**config.mk**
```make
export PLATFORM = sky130hd
export DESIGN_NAME = txfcs_append
export DESIGN_NICKNAME = d
export VERILOG_FILES = /design/src/rtl/txfcs_pkg.sv /design/src/rtl/txfcs_crc.sv /design/src/rtl/txfcs_len.sv /design/src/rtl/txfcs_ctrl.sv /design/src/rtl/txfcs_append.sv
export SDC_FILE = /design/constraint.sdc
export NUM_CORES = 1
export LEC_CHECK = 0
export BUFFER_PORTS_ARGS = -buffer_cell sky130_fd_sc_hd__buf_2
export CAP_MARGIN = 0
export CORE_ASPECT_RATIO = 0.8
export CORE_MARGIN = 4
export CORE_UTILIZATION = 27
export CTS_CLUSTER_DIAMETER = 40
export DETAILED_ROUTE_END_ITERATION = 8
export HOLD_SLACK_MARGIN = 0.05
export PLACE_DENSITY = 0.48
export SYNTH_ARGS = -nofsm -noshare
export SYNTH_HDL_FRONTEND = slang
export SYNTH_SLANG_ARGS = --single-unit
```
**constraint.sdc**
```tcl
create_clock -name clk -period 5.1 [get_ports clk]
set_clock_uncertainty 0.1 [all_clocks]
set_input_delay 0.51 -clock clk [delete_from_list [all_inputs] [get_ports clk]]
set_output_delay 0.51 -clock clk [all_outputs]
set_load 0.01 [all_outputs]
```
**src/rtl/txfcs_pkg.sv**
```systemverilog
package txfcs_pkg;

  typedef enum logic [1:0] {
    ST_DATA = 2'd0,
    ST_PAD  = 2'd1,
    ST_FCS  = 2'd2
  } tx_state_e;

  // CRC-32, polynomial 0x04C11DB7 processed LSB first (reflected form).
  localparam logic [31:0] CRC_POLY_REFL = 32'hEDB88320;
  localparam logic [31:0] CRC_SEED      = 32'hFFFFFFFF;

  function automatic logic [31:0] crc32_byte(input logic [31:0] c_in,
                                             input logic [7:0]  d);
    logic [31:0] c;
    c = c_in;
    for (int b = 0; b < 8; b++) begin
      if (c[0] ^ d[b]) c = (c >> 1) ^ CRC_POLY_REFL;
      else             c = c >> 1;
    end
    return c;
  endfunction

endpackage

```
**src/rtl/txfcs_crc.sv**
```systemverilog
module txfcs_crc
  import txfcs_pkg::*;
(
  input  logic        clk,
  input  logic        rst_n,
  input  logic        clr,
  input  logic        en,
  input  logic [7:0]  din,
  output logic [31:0] crc_o
);

  logic [31:0] crc_q, crc_d;

  always_comb begin
    crc_d = crc_q;
    if (clr)     crc_d = CRC_SEED;
    else if (en) crc_d = crc32_byte(crc_q, din);
  end

  always_ff @(posedge clk or negedge rst_n) begin
    if (!rst_n)          crc_q <= CRC_SEED;
    else if (clr || en)  crc_q <= crc_d;
  end

  assign crc_o = crc_q;

  // every new frame starts from the seed
  a_r1_seed_after_clear: assert property (@(posedge clk) disable iff (!rst_n)
    clr |=> (crc_o == CRC_SEED));

endmodule

```
**src/rtl/txfcs_len.sv**
```systemverilog
module txfcs_len #(
  parameter int PAD_BYTES = 60,
  localparam int CW       = $clog2(PAD_BYTES + 1)
) (
  input  logic          clk,
  input  logic          rst_n,
  input  logic          clr,
  input  logic          inc,
  output logic [CW-1:0] cnt_o
);

  localparam logic [CW-1:0] CAP = CW'(PAD_BYTES);

  logic [CW-1:0] cnt_q, cnt_d;
  logic          cnt_en;

  // Saturates at the pad length: long frames only need "already long enough".
  always_comb begin
    cnt_d  = cnt_q;
    cnt_en = clr || (inc && (cnt_q != CAP));
    if (clr)      cnt_d = '0;
    else if (inc) cnt_d = cnt_q + CW'(1);
  end

  always_ff @(posedge clk or negedge rst_n) begin
    if (!rst_n)      cnt_q <= '0;
    else if (cnt_en) cnt_q <= cnt_d;
  end

  assign cnt_o = cnt_q;

  // counter never wraps on long frames
  a_r8_cnt_saturates: assert property (@(posedge clk) disable iff (!rst_n)
    cnt_o <= CAP);

  // clear returns the frame length to zero
  a_r2_cnt_cleared: assert property (@(posedge clk) disable iff (!rst_n)
    clr |=> (cnt_o == '0));

endmodule

```
**src/rtl/txfcs_ctrl.sv**
```systemverilog
module txfcs_ctrl
  import txfcs_pkg::*;
#(
  parameter int PAD_BYTES = 60,
  parameter int FCS_BYTES = 4,
  localparam int CW       = $clog2(PAD_BYTES + 1),
  localparam int IW       = $clog2(FCS_BYTES)
) (
  input  logic          clk,
  input  logic          rst_n,
  input  logic          in_valid,
  output logic          in_ready,
  input  logic [7:0]    in_data,
  input  logic          in_last,
  input  logic          in_abort,
  input  logic          in_nocrc,
  output logic          out_valid,
  input  logic          out_ready,
  output logic [7:0]    out_data,
  output logic          out_last,
  input  logic [CW-1:0] cnt_i,
  input  logic [31:0]   crc_i,
  output logic          crc_clr,
  output logic          crc_en,
  output logic [7:0]    crc_din,
  output logic          len_clr,
  output logic          len_inc
);

  localparam logic [CW-1:0] PAD_LAST = CW'(PAD_BYTES - 1);
  localparam logic [IW-1:0] IDX_LAST = IW'(FCS_BYTES - 1);

  tx_state_e     state_q, state_d;
  logic          sof_q, sof_d;
  logic          nocrc_q, nocrc_d;
  logic          bad_q, bad_d;
  logic [IW-1:0] idx_q, idx_d;
  logic          nocrc_eff;
  logic [31:0]   fcs_word;
  logic [7:0]    fcs_byte;
  logic          reg_en;

  assign nocrc_eff = sof_q ? in_nocrc : nocrc_q;
  assign fcs_word  = bad_q ? crc_i : ~crc_i;
  assign fcs_byte  = fcs_word[{idx_q, 3'b000} +: 8];

  always_comb begin
    state_d   = state_q;
    sof_d     = sof_q;
    nocrc_d   = nocrc_q;
    bad_d     = bad_q;
    idx_d     = idx_q;
    out_valid = 1'b0;
    out_data  = 8'h00;
    out_last  = 1'b0;
    in_ready  = 1'b0;
    crc_clr   = 1'b0;
    crc_en    = 1'b0;
    crc_din   = 8'h00;
    len_clr   = 1'b0;
    len_inc   = 1'b0;
    unique case (state_q)
      ST_DATA: begin
        out_valid = in_valid;
        out_data  = in_data;
        out_last  = in_valid && in_last && nocrc_eff && !in_abort;
        in_ready  = out_ready;
        if (in_valid && out_ready) begin
          crc_en  = 1'b1;
          crc_din = in_data;
          len_inc = 1'b1;
          sof_d   = 1'b0;
          nocrc_d = nocrc_eff;
          if (in_abort) begin
            state_d = ST_FCS;
            bad_d   = 1'b1;
          end else if (in_last) begin
            bad_d = 1'b0;
            if (nocrc_eff) begin
              sof_d   = 1'b1;
              crc_clr = 1'b1;
              len_clr = 1'b1;
            end else if (cnt_i >= PAD_LAST) begin
              state_d = ST_FCS;
            end else begin
              state_d = ST_PAD;
            end
          end
        end
      end
      ST_PAD: begin
        out_valid = 1'b1;
        if (out_ready) begin
          crc_en  = 1'b1;
          len_inc = 1'b1;
          if (cnt_i >= PAD_LAST) state_d = ST_FCS;
        end
      end
      ST_FCS: begin
        out_valid = 1'b1;
        out_data  = fcs_byte;
        out_last  = (idx_q == IDX_LAST);
        if (out_ready) begin
          idx_d = idx_q + IW'(1);
          if (idx_q == IDX_LAST) begin
            idx_d   = '0;
            state_d = ST_DATA;
            sof_d   = 1'b1;
            bad_d   = 1'b0;
            crc_clr = 1'b1;
            len_clr = 1'b1;
          end
        end
      end
      default: begin
        state_d = ST_DATA;
        sof_d   = 1'b1;
      end
    endcase
  end

  assign reg_en = out_ready || (state_q != ST_DATA && state_q != ST_PAD && state_q != ST_FCS);

  always_ff @(posedge clk or negedge rst_n) begin
    if (!rst_n) begin
      state_q <= ST_DATA;
      sof_q   <= 1'b1;
      nocrc_q <= 1'b0;
      bad_q   <= 1'b0;
      idx_q   <= '0;
    end else if (reg_en) begin
      state_q <= state_d;
      sof_q   <= sof_d;
      nocrc_q <= nocrc_d;
      bad_q   <= bad_d;
      idx_q   <= idx_d;
    end
  end

  // generated bytes block the input
  a_r7_tail_blocks_input: assert property (@(posedge clk) disable iff (!rst_n)
    (state_q != ST_DATA) |-> !in_ready);

  // generated bytes hold under backpressure
  a_r7_tail_holds: assert property (@(posedge clk) disable iff (!rst_n)
    (out_valid && !out_ready && state_q != ST_DATA)
      |=> (out_valid && $stable(out_data) && $stable(out_last)));

  // padding only while the frame is shorter than the pad length
  a_r2_pad_short_only: assert property (@(posedge clk) disable iff (!rst_n)
    (state_q == ST_PAD) |-> (cnt_i <= PAD_LAST));

  // all checksum bytes follow once started
  a_r5_fcs_runs_out: assert property (@(posedge clk) disable iff (!rst_n)
    (state_q == ST_FCS && out_ready && idx_q != IDX_LAST) |=> (state_q == ST_FCS));

  // frame end marker only on the closing byte
  a_r6_last_closing: assert property (@(posedge clk) disable iff (!rst_n)
    (out_valid && out_last && state_q == ST_FCS) |-> (idx_q == IDX_LAST));

endmodule

```
**src/rtl/txfcs_append.sv**
```systemverilog
module txfcs_append #(
  parameter int MIN_FRAME = 64,
  parameter int FCS_BYTES = 4
) (
  input  logic       clk,
  input  logic       rst_n,
  input  logic       in_valid,
  output logic       in_ready,
  input  logic [7:0] in_data,
  input  logic       in_last,
  input  logic       in_abort,
  input  logic       in_nocrc,
  output logic       out_valid,
  input  logic       out_ready,
  output logic [7:0] out_data,
  output logic       out_last
);

  localparam int PAD_BYTES = MIN_FRAME - FCS_BYTES;
  localparam int CW        = $clog2(PAD_BYTES + 1);

  logic [CW-1:0] cnt;
  logic [31:0]   crc;
  logic          crc_clr, crc_en, len_clr, len_inc;
  logic [7:0]    crc_din;

  txfcs_ctrl #(
    .PAD_BYTES (PAD_BYTES),
    .FCS_BYTES (FCS_BYTES)
  ) ctrl_i (
    .clk       (clk),
    .rst_n     (rst_n),
    .in_valid  (in_valid),
    .in_ready  (in_ready),
    .in_data   (in_data),
    .in_last   (in_last),
    .in_abort  (in_abort),
    .in_nocrc  (in_nocrc),
    .out_valid (out_valid),
    .out_ready (out_ready),
    .out_data  (out_data),
    .out_last  (out_last),
    .cnt_i     (cnt),
    .crc_i     (crc),
    .crc_clr   (crc_clr),
    .crc_en    (crc_en),
    .crc_din   (crc_din),
    .len_clr   (len_clr),
    .len_inc   (len_inc)
  );

  txfcs_crc crc_i (
    .clk   (clk),
    .rst_n (rst_n),
    .clr   (crc_clr),
    .en    (crc_en),
    .din   (crc_din),
    .crc_o (crc)
  );

  txfcs_len #(
    .PAD_BYTES (PAD_BYTES)
  ) len_i (
    .clk   (clk),
    .rst_n (rst_n),
    .clr   (len_clr),
    .inc   (len_inc),
    .cnt_o (cnt)
  );

  // end marker never without a byte
  a_r6_last_with_valid: assert property (@(posedge clk) disable iff (!rst_n)
    out_last |-> out_valid);

endmodule

```
==> impl_metrics.toml, run 1 <==
[yosys]
yosys.area_share.adder = 0.0265
synth-warning-count = 0
yosysTopAreaCellShare = 0.262
ys_ff_latch = 45
synth_xor_area_frac = 0.282
synthSimpleGateAreaFrac = 0.105
synth_mux_area_frac = 0.0674
yosysUniqueCellTypes = 41
synth_compound_area_frac = 0.131
syn-cell-area_um2 = 3310
ys_seq_area_frac = 0.353
syn_nets = 329
yosysTopAreaCell = "dfstp_2"
yosys-top-cells-area = "dfstp_2, xnor2_1, dfrtp_1"
synth_top_family_by_area = "XOR/XNOR gates"
synthCells = 307
synth.avg_cell_area_um2 = 10.8

[worst_setup_path]
critical_path_arrival_ns = 3.52
critical_path.max_fanout = 26
crit_path_cell_trace = "inv_1 -> ha_1 -> nand4_2 -> xor2_4 -> xnor2_2 -> xor3_2 -> xor2_1 -> o21ai_1"
path_class = "flip-flop to flip-flop"
path_delay_family = "XOR/XNOR gates"
cpPeakStageDelay_ns = 0.82
start_kind = "flip-flop"
path_buf_inv = 1
end_kind = "flip-flop"
cp_slowest_cell = "ha_1"
required_ns = 5.21

[place]
place_congestion = 0.827
port_buffers = 25
post-dp-hpwl_mm = 5.67

[route]
drt_pass1_iterations = 4
wire_per_inst_um = 16.8
vias = 2239
final_antenna_net_count = 0
vias_per_cell = 4.76
drt_iter0_drc = 168
drc_errors = 0
routed_wl_mm = 7.91

[layout]
n_fill_cell = 1192
drive_above_1_share = 0.317
multiInputGateArea_um2 = 2020
regArea_um2 = 1170
diodes = 0
fin_nets = 343
syn_to_final_growth_pct = 12.0

[outcome]
status = "finished, final reports clean"

[clock_network]
postCtsSetupBuffers = 0
clock_sinks = 45
ctsHoldBuffers = 0
htree_levels = 2
cts_buffer_depth = 2
cts_made_buffers = 5
cts-resized-gates = 0
clk_latency_ns = 0.29
clk_pin_slew_worst_paths_ns = 0.07
cts_tree = "built"
clockRootBuffer = "clkbuf_16"

[grt]
antenna_found_initial = 0
track_usage = 0.118
overflow = 0
first_global_vias = 2263
grt_max_degree = 58
grt_pass1_wl_mm = 13.1

[sta]
hold_violations = 0
relSlewSlack = 0.306
fin_crit_sh = 0.668
fin_crit_ns = 3.41
tightest_slew_ns = 1.04
drv_slew = 0
tns_ns = 0
setup_violations = 0
max_freq_ghz = 0.293
rsz0062_at_grt = "false"

[floorplanning]
num_io_pins = 26
core.rowCount = 35
fp.dieArea_um2 = 14100
fp.dieW_um = 132
start_util = 0.282
die_y_um = 107
core_region_area_um2 = 11700

[flow_run]
cap_violations = 0

[min_path]
hold_class = "input port to asynchronous set/reset pin"
-- cell families after synthesis --
logic type      Yosys count
fa+ha+maj                 7
compound gates           66
xor+xnor                 83
buf+inv                  24
simple gates             70
mux                      12
flops                    45
-- sequential cells by signal (all words and copies together), names as in the netlist --
| name | count |
|---|---|
| ctrl_i.sof_q | 1 |
| ctrl_i.state_q | 2 |
| ctrl_i.idx_q | 2 |
| len_i.cnt_o | 6 |
| crc_i.crc_o | 32 |
| ctrl_i.nocrc_q | 1 |
| ctrl_i.bad_q | 1 |
-- path summary, 6_finish.rpt --
path | from | end | slack (ns) | cells past startpoint
worst max-delay path | ctrl_i.state_q[0] | crc_i.crc_o[19] | 1.69 | 8
worst min-delay path | rst_n | ctrl_i.nocrc_q | 0.31 | 1
worst max register to register | ctrl_i.state_q[0] | crc_i.crc_o[19] | 1.69 | 8
worst min register to register | ctrl_i.nocrc_q | ctrl_i.nocrc_q | 0.41 | 1
max in group asynchronous | rst_n | ctrl_i.idx_q[0] | 3.95 | 1
min in group clk | in_nocrc | ctrl_i.nocrc_q | 0.36 | 2
-- area by class of cell --
class | instances | share of cell area
clock buffer | 6 | 0.0375
clock inverter | 2 | 0.0101
inverter | 5 | 0.00507
multi-input combinational | 238 | 0.546
sequential | 45 | 0.315
tap | 148 | 0.0500
timing repair buffer | 26 | 0.0358
-- cells in the final DEF, fill, tap and decap left out, types with 2 or more instances in the layout --
cell type,n
nand4_1,4
xnor2_1,44
mux2_2,2
nand3_1,2
inv_1,5
o211ai_1,20
a22o_1,8
ha_1,7
o21a_1,2
xor2_4,4
clkbuf_16,5
dfstp_2,33
buf_2,25
dfrtp_1,12
a21oi_1,15
a22oi_1,2
xor2_1,22
xnor2_4,2
xor2_2,4
mux2i_1,2
nand2_1,30
nor2_1,21
and2_1,2
nand4_2,6
o21ai_0,10
o21ai_1,4
xnor2_2,6
mux4_2,8
-- layer usage --
layer / wire, µm / up-vias / GRT usage
met2: 3320 / 42 / 0.171
met5: 0 / - / 0
met3: 305 / 4 / 0.0263
met4: 40 / 0 / 0.0270
li1: - / 1085 / -
met1: 4250 / 1108 / 0.178
-- cells in the mapped netlist --
| cell | n |
|---|---|
| nand3_1 | 2 |
| buf_2 | 1 |
| nand4_2 | 6 |
| inv_1 | 5 |
| a22o_1 | 8 |
| a31oi_1 | 1 |
| xor2_2 | 4 |
| a21boi_0 | 1 |
| buf_4 | 1 |
| nand2b_1 | 2 |
| xor2_4 | 4 |
| mux4_2 | 8 |
| o21a_1 | 2 |
| mux2i_1 | 2 |
| or3b_2 | 1 |
| o211ai_1 | 20 |
| o21ai_1 | 4 |
| clkbuf_1 | 13 |
| dfstp_2 | 33 |
| mux2_2 | 2 |
| a211oi_1 | 1 |
| and3_1 | 1 |
| xor3_2 | 1 |
| a22oi_1 | 2 |
| xnor2_2 | 6 |
| xnor2_4 | 2 |
| nand4_1 | 4 |
| and2_1 | 2 |
| o21ai_0 | 10 |
| nand2_1 | 30 |
| buf_1 | 1 |
| dfrtp_1 | 12 |
| xnor2_1 | 44 |
| buf_6 | 3 |
| xor2_1 | 22 |
| nor2_1 | 21 |
| ha_1 | 7 |
| a211o_1 | 1 |
| a21oi_1 | 15 |
| a21o_1 | 1 |
| nor3_1 | 1 |
-- stage by stage --
stage           util  hold slack (ns)  cells  instance area (µm²)  setup WS (ns)
2_1_floorplan      -            0.114    307                 3310           2.71
3_3_place_gp   0.301            0.390    462                 3530           1.74
3_5_place_dp   0.301            0.395    462                 3530           1.69
4_1_cts        0.316            0.356    470                 3700           1.65
5_1_grt        0.316            0.370    470                 3700           1.43
6_report       0.316            0.313    470                 3700           1.69
Power of run 1 is left out: the tool's default activity adds up to more than one toggle a clock period on the data nets, which glitch-free logic cannot reach.
==> run 2, diff against run 1 <==
==> constraint.sdc (replaced) <==
create_clock -name clk -period 3.3 [get_ports clk]
set_clock_uncertainty 0.1 [all_clocks]
set_input_delay 0.33 -clock clk [delete_from_list [all_inputs] [get_ports clk]]
set_output_delay 0.33 -clock clk [all_outputs]
set_load 0.01 [all_outputs]
==> run 2 against run 1 <==
Against the previous run: core utilization rose by 0.38 points; hold slack got worse by 0.17 ns; via count rose by 1.4%; register-to-register slack got worse by 1.3 ns; setup slack got worse by 1.3 ns; routed wire length rose by 1.2%; global-route usage rose by 0.067 points; die area did not move.
==> impl_metrics.toml, run 2 (same netlist as run 1, synthesis figures left out) <==
[clock_network]
cts_tree = "built"
cts_made_buffers = 5
clockRootBuffer = "clkbuf_16"
htree_levels = 2
ctsHoldBuffers = 0
cts-resized-gates = 0
cts_buffer_depth = 2
clk_latency_ns = 0.29
postCtsSetupBuffers = 0
clk_pin_slew_worst_paths_ns = 0.07
clock_sinks = 45

[route]
drt_iter0_drc = 152
vias_per_cell = 4.77
drt_pass1_iterations = 4
wire_per_inst_um = 16.8
final_antenna_net_count = 0
routed_wl_mm = 8.00
drc_errors = 0
vias = 2271

[worst_setup_path]
crit_start = "ctrl_i.state_q[0]"
path_class = "flip-flop to flip-flop"
start_kind = "flip-flop"
cp_slowest_cell = "xor2_2"
worstSetupPathDepth = 9
path_delay_family = "XOR/XNOR gates"
critical_path.max_fanout = 17
crit_path_cell_trace = "inv_1 -> ha_1 -> buf_4 -> nand4_2 -> xor2_2 -> xnor2_2 -> xnor2_1 -> xnor2_1 -> o211ai_1"
cpPeakStageDelay_ns = 0.50
required_ns = 3.40
r2r-start = "ctrl_i.state_q[0]"
critical_path_arrival_ns = 2.99
crit_top_cell = "xnor2_1"
end_kind = "flip-flop"
path_buf_inv = 2
ff2ff_path_depth = 9

[layout]
diodes = 0
largest_reg_flops = 32
final_cells = 476
fin_nets = 349
final_cell_mix = "xnor2_1, dfstp_2, nand2_1, buf_2, xor2_1"
syn_to_final_growth_pct = 13.4
drive_above_1_share = 0.329
mostFrequentLayoutCell = "xnor2_1"

[place]
post-dp-hpwl_mm = 5.87
dp.cells = 468
place_congestion = 0.850
dp_slack_ns = 0.392
port_buffers = 25

[floorplanning]
fp.dieArea_um2 = 14100
core.rowCount = 35
die_y_um = 107
num_io_pins = 26
start_util = 0.282
core_region_area_um2 = 11700
fp.dieW_um = 132

[grt]
first_global_vias = 2222
grt_max_degree = 46
antenna_found_initial = 0
overflow = 0
track_usage = 0.119
grt_pass1_wl_mm = 13.3

[sta]
drv_slew = 0
hold_slack_ns = 0.146
hold_violations = 0
fin_crit_ns = 2.89
tns_ns = 0
max_freq_ghz = 0.346
setup_violations = 0
fin_crit_sh = 0.875
worst_slack_ns = 0.411
relSlewSlack = 0.287
tightest_slew_ns = 1.07
rsz0062_at_grt = "false"

[min_path]
hold_class = "input port to asynchronous set/reset pin"

[flow_run]
cap_violations = 0

[outcome]
status = "finished, final reports clean"
## run 2: final cells by class
cell class | instances | area [µm²]
Fill cell | 1214 | 7990
Multi-Input combinational cell | 238 | 2020
Sequential cell | 45 | 1170
Tap cell | 148 | 185
Timing Repair Buffer | 32 | 178
Clock buffer | 6 | 139
Clock inverter | 2 | 37.5
Inverter | 5 | 18.8
## run 2: metal layers
layer | routed length, µm | vias up | track usage | part of all wire
met3 | 470 | 6 | 0.0310 | 0.059
met5 | 0 | - | 0 | 0
met1 | 4330 | 1120 | 0.187 | 0.54
met4 | 58 | 0 | 0.0247 | 0.0073
li1 | - | 1096 | - | -
met2 | 3140 | 49 | 0.159 | 0.39
## run 2: stage by stage
step / util / instance area, µm²
global placement: 0.304 / 3570
detailed placement: 0.304 / 3570
CTS: 0.319 / 3750
floorplan: - / 3310
global route: 0.319 / 3750
finish: 0.319 / 3750
## run 2: worst paths after layout
kind | end | slack [ns]
max | crc_i.crc_o[18] | 0.41
min | len_i.cnt_o[4] | 0.15
max reg2reg | crc_i.crc_o[18] | 0.41
min reg2reg | ctrl_i.nocrc_q | 0.41
max in group asynchronous | len_i.cnt_o[3] | 2.31
min in group clk | ctrl_i.nocrc_q | 0.19
Power of run 2 is left out for the same reason.
